File: src/rtl/sci_pkg.sv
package sci_pkg;
  typedef enum logic [2:0] {
    PRV_U  = 3'b000,
    PRV_S  = 3'b001,
    PRV_M  = 3'b011,
    PRV_VU = 3'b100,
    PRV_VS = 3'b101
  } prv_e;

  typedef struct packed {
    logic hit;
    logic rd_ok;
    logic wr_ok;
    logic ill;
    logic virt;
  } acc_s;
endpackage

File: src/rtl/sci_decode.sv
module sci_decode
  import sci_pkg::*;
#(
  parameter int          AW       = 12,
  parameter logic [AW-1:0] REG_ADDR = 12'h120
) (
  input  logic [AW-1:0] addr,
  input  logic          rd,
  input  logic          wr,
  input  logic [2:0]    priv,
  input  logic          deleg_en,
  output acc_s          acc
);
  logic is_m, is_virt;

  always_comb begin
    is_m     = (priv == PRV_M);
    is_virt  = (priv == PRV_VS) || (priv == PRV_VU);
    acc.hit  = (rd || wr) && (addr == REG_ADDR);
    acc.ill  = acc.hit && !deleg_en && is_m;
    acc.virt = acc.hit && deleg_en && is_virt;
    acc.rd_ok = acc.hit && rd && !acc.ill && !acc.virt;
    acc.wr_ok = acc.hit && wr && !acc.ill && !acc.virt;
  end
endmodule

File: src/rtl/sci_store.sv
module sci_store #(
  parameter int           W         = 32,
  parameter logic [W-1:0] IMPL_MASK = '1
) (
  input  logic         clk,
  input  logic         rst,
  input  logic         wr_en,
  input  logic [W-1:0] wdata,
  output logic [W-1:0] bits
);
  localparam logic [W-1:0] RSVD = W'(2);
  localparam logic [W-1:0] LIVE = IMPL_MASK & ~RSVD;

  always_ff @(posedge clk) begin
    if (rst)        bits <= '0;
    else if (wr_en) bits <= wdata & LIVE;
  end

  p_hold_r3: assert property (@(posedge clk) disable iff (rst)
    !wr_en |=> $stable(bits));
  p_rsvd_r5: assert property (@(posedge clk) disable iff (rst)
    bits[1] == 1'b0);
endmodule

File: src/rtl/sci_rview.sv
module sci_rview
  import sci_pkg::*;
#(
  parameter int W = 32
) (
  input  logic         clk,
  input  logic         rst,
  input  acc_s         acc,
  input  logic [W-1:0] bits,
  input  logic [W-1:0] mask,
  output logic [W-1:0] rdata,
  output logic         ill_q,
  output logic         virt_q
);
  localparam logic [W-1:0] RSVD = W'(2);

  always_ff @(posedge clk) begin
    if (rst) begin
      rdata  <= '0;
      ill_q  <= 1'b0;
      virt_q <= 1'b0;
    end else begin
      rdata  <= acc.rd_ok ? (bits & mask & ~RSVD) : '0;
      ill_q  <= acc.ill;
      virt_q <= acc.virt;
    end
  end

  p_flag_excl_r8: assert property (@(posedge clk) disable iff (rst)
    !(ill_q && virt_q));
  p_fault_rdata_r9: assert property (@(posedge clk) disable iff (rst)
    (ill_q || virt_q) |-> (rdata == '0));
  p_mask_bound_r6: assert property (@(posedge clk) disable iff (rst)
    1'b1 |=> ((rdata & ~$past(mask)) == '0) && (rdata[1] == 1'b0));
endmodule

File: src/rtl/sup_cntinh_csr.sv
module sup_cntinh_csr
  import sci_pkg::*;
#(
  parameter int             W         = 32,
  parameter int             AW        = 12,
  parameter logic [AW-1:0]  REG_ADDR  = 12'h120,
  parameter logic [W-1:0]   IMPL_MASK = 32'hF0F0_F0F5
) (
  input  logic          clk,
  input  logic          rst,
  input  logic [AW-1:0] csr_addr,
  input  logic          csr_rd,
  input  logic          csr_wr,
  input  logic [W-1:0]  csr_wdata,
  input  logic [2:0]    priv_mode,
  input  logic          cfg_deleg_en,
  input  logic [W-1:0]  deleg_mask,
  output logic [W-1:0]  csr_rdata,
  output logic          illegal_trap,
  output logic          virtual_trap,
  output logic [W-1:0]  cnt_inhibit
);
  acc_s acc;

  sci_decode #(.AW(AW), .REG_ADDR(REG_ADDR)) u_dec (
    .addr(csr_addr), .rd(csr_rd), .wr(csr_wr), .priv(priv_mode),
    .deleg_en(cfg_deleg_en), .acc(acc)
  );

  sci_store #(.W(W), .IMPL_MASK(IMPL_MASK)) u_store (
    .clk(clk), .rst(rst), .wr_en(acc.wr_ok), .wdata(csr_wdata),
    .bits(cnt_inhibit)
  );

  sci_rview #(.W(W)) u_rview (
    .clk(clk), .rst(rst), .acc(acc), .bits(cnt_inhibit), .mask(deleg_mask),
    .rdata(csr_rdata), .ill_q(illegal_trap), .virt_q(virtual_trap)
  );

  p_fault_freeze_r9: assert property (@(posedge clk) disable iff (rst)
    (acc.ill || acc.virt) |=> $stable(cnt_inhibit));
  p_foreign_addr_r1: assert property (@(posedge clk) disable iff (rst)
    (csr_addr != REG_ADDR) |=> $stable(cnt_inhibit) && !illegal_trap && !virtual_trap);
endmodule

File: config.mk
export PLATFORM = sky130hd
export DESIGN_NAME = sup_cntinh_csr
export DESIGN_NICKNAME = d
export VERILOG_FILES = /design/src/rtl/sci_pkg.sv /design/src/rtl/sci_decode.sv /design/src/rtl/sci_store.sv /design/src/rtl/sci_rview.sv /design/src/rtl/sup_cntinh_csr.sv
export SDC_FILE = /design/constraint.sdc
export NUM_CORES = 1
export LEC_CHECK = 0
export ABC_AREA = 1
export BUFFER_PORTS_ARGS = -buffer_cell sky130_fd_sc_hd__buf_4
export CORE_UTILIZATION = 40
export DETAILED_ROUTE_END_ITERATION = 8
export HOLD_SLACK_MARGIN = 0.03
export PLACE_DENSITY = 0.84
export SLEW_MARGIN = 30
export SYNTH_ARGS = -nofsm -noshare
export SYNTH_HDL_FRONTEND = slang
export SYNTH_SLANG_ARGS = --single-unit
File: constraint.sdc
create_clock -name clk -period 1.49 [get_ports clk]
set_input_delay 0.149 -clock clk [delete_from_list [all_inputs] [get_ports clk]]
set_output_delay 0.149 -clock clk [all_outputs]
set_load 0.005 [all_outputs]
==> flow_metrics.py <==
metrics = {
    "status": {
        "status": "finished clean",
    },
    "layout": {
        "nNetsFinal": 420,
        "final_cell_area_sq_um": 2500,
        "num_antenna_cells": 0,
        "area_growth_pct": 37.3,
        "drive_above_1_share_pct": 34.8,
        "stdcell_count": 388,
        "nFillCells": 401,
        "utilization_pct": 57.3,
    },
    "drt": {
        "antenna_left": 0,
        "via_count": 1679,
        "vias_per_cell": 4.33,
        "first_pass_iters": 4,
        "wire_per_inst_um": 9.82,
        "wirelength_um": 3810,
        "remaining_drc_errors": 0,
        "first_iter_violations": 128,
    },
    "sta": {
        "rsz0062_at_grt": "false",
        "worst_slew_pin_slew_ps": 801,
        "timing.slew.headroom_pct": 46.4,
        "finalCriticalPeriod_ps": 1200,
        "fin_tns_setup_ps": 0,
        "fin_crit_sh_pct": 80.5,
        "finalMaxSlewViolations": 0,
        "finalSetupViolations": 0,
        "fmax_mhz": 834,
        "hold_violations": 0,
        "skew_ps": 1.68,
    },
    "synthesis": {
        "synth_seq_area_share_pct": 41.8,
        "yosys-top-cells-area": "dfxtp_1 42%, buf_4 12%, nor2_1 9.9%, nand2_1 9.1%, nand3_1 5.5%",
        "syn_inst": 243,
        "synth_top_area_share_pct": 41.8,
        "synth_common_cells": "48 x nor2_1, 44 x nand2_1, 38 x dfxtp_1, 29 x buf_4, 26 x inv_1",
        "ys_seq_elements": 38,
        "yosysWarnings": 0,
        "synth_cell_types": 22,
        "ys.flop_type": "dfxtp_1",
        "synth_edf_count": 0,
        "synth.most_common_cell": "nor2_1",
        "synthArstFlopShare_pct": 0,
        "synth_area_per_cell_sq_um": 7.48,
        "netlist_area_sq_um": 1820,
        "synth_top_area_cell": "dfxtp_1",
    },
    "power_and_ir_drop": {
        "leakage_nw": 1.28,
        "ir_drop_v": 0.000274,
        "power.density_nw_per_um2": 749,
        "power_mw": 1.87,
    },
    "floorplanning": {
        "die_w_um": 69.4,
        "pin_count": 150,
        "coreArea_sq_um": 4350,
        "row_count": 24,
        "fp.dieArea_sq_um": 4820,
        "die_y_um": 69.4,
        "initial_core_util_pct": 41.8,
    },
    "place": {
        "portBuffers": 93,
        "post-place-cells": 381,
        "place_hpwl_um": 2920,
        "dpl_cell_area_sq_um": 2420,
        "finalWeightedCongestion": 0.696,
    },
    "clock_tree": {
        "cts_resized": 0,
        "clock_latency_ps": 280,
        "cts_max_level": 2,
        "postCtsSetupBuffers": 0,
        "cts_hold_buf": 0,
        "clk_pin_slew_worst_paths_ps": 70,
        "cts_tree": "built",
        "cts_max_path_buffers": 2,
        "numCtsBuffers": 5,
        "clock_sinks": 38,
        "root_buffer": "clkbuf_8",
    },
    "setup_path": {
        "worst_setup_path_end_kind": "flip-flop",
        "crit_chain": "buf_4 -> nand3b_2 -> nand2_1 -> nor2_4 -> nand3_1 -> nand2_1 -> nor2_1",
        "cp-start-kind": "input port",
        "crit_slowest_cell": "nor2_4",
        "critPathKind": "in2reg",
        "cp.required_ps": 1670,
        "crit_path_max_fanout": 36,
        "path_delay_family": "simple AND/OR/NAND/NOR gates",
        "crit_top_cell": "nand2_1",
        "path_buf_inv": 1,
        "slowest_delay_ps": 620,
        "worstPathArrival_ps": 1380,
    },
    "grt": {
        "antenna_found_initial": 0,
        "grt_util_met1_pct": 16.8,
        "globalRoute.totalOverflow": 0,
        "grt_pass1_wl_um": 6220,
        "use_met3_pct": 4.36,
        "busiest_layer": "met2",
        "track_usage_pct": 16.1,
        "grt_pass1_vias": 1449,
        "grt_use_met2_pct": 30.3,
        "grt_start_max_net_pins": 37,
    },
    "job": {
        "cap_violations": 0,
    },
    "worst_hold_path": {
        "hold_path.class": "in2reg",
    },
}
-- logic make-up after synthesis --
group	count (synthesis)	synth area share, %
and+or+nand+nor	123	30.1
DFF	38	41.8
other	1	0.206
AOI/OAI and AO/OA	18	6.19
buffers and inverters	63	21.7
-- final timing paths --
| path | from | to | slack [ps] | cells past startpoint |
|---|---|---|---|---|
| hold / removal | rst | u_rview.ill_q | 50 | 2 |
| hold reg to reg | u_store.bits[29] | u_rview.rdata[29] | 460 | 2 |
| setup reg to reg | u_store.bits[31] | u_store.bits[31] | 840 | 2 |
| setup / recovery | priv_mode[2] | u_store.bits[29] | 290 | 7 |
-- cell type report --
cell class | instances | area [sq um] | area share, %
Multi-Input combinational cell | 169 | 764 | 30.6
Sequential cell | 38 | 761 | 30.5
Timing Repair Buffer | 95 | 726 | 29.1
Inverter | 27 | 101 | 4.06
Clock buffer | 5 | 68.8 | 2.76
Tap cell | 52 | 65.1 | 2.61
Clock inverter | 2 | 10.0 | 0.401
-- routing by layer --
metal	vias up	part of all wire, %
li1	867	-
met1	728	38
met2	80	52
met3	4	8.6
met4	0	0.89
met5	-	0
-- metrics by stage --
stage | hold slack, ps | worst slack, ps
after floorplan | 225 | 502
after global routing | 44.1 | 173
after detailed placement | 347 | -6.76
final | 53.8 | 291
after CTS | 42.3 | 283
after global placement | 343 | 24.4
-- sequential cells by signal, summed over array words and instances, names as in the netlist --
| name | count |
|---|---|
| u_rview.virt_q | 1 |
| u_rview.ill_q | 1 |
| u_rview.rdata | 18 |
| u_store.bits | 18 |
-- power by group --
group	leakage, nW	internal (mW)	switching (mW)
combinational	0.932	0.113	0.0989
sequential	0.306	1.02	0.0000560
clock	0.0438	0.314	0.327
total	1.28	1.44	0.426
-- layout by cell type, fill, tap and decap left out, types with 2 or more instances in the layout --
| cell type | netlist | layout |
|---|---|---|
| nand2_1 | 44 | 44 |
| buf_4 | 29 | 94 |
| a21oi_2 | 6 | 6 |
| clkbuf_8 | 0 | 5 |
| inv_1 | 26 | 26 |
| dfxtp_1 | 38 | 38 |
| nor2_1 | 48 | 48 |
| nor2_2 | 2 | 2 |
| clkinv_2 | 0 | 2 |
| nand3_2 | 2 | 2 |
| nand3_1 | 20 | 20 |
| conb_1 | 1 | 28 |
| a21oi_1 | 12 | 12 |
(Power assumes the default switching activity.)
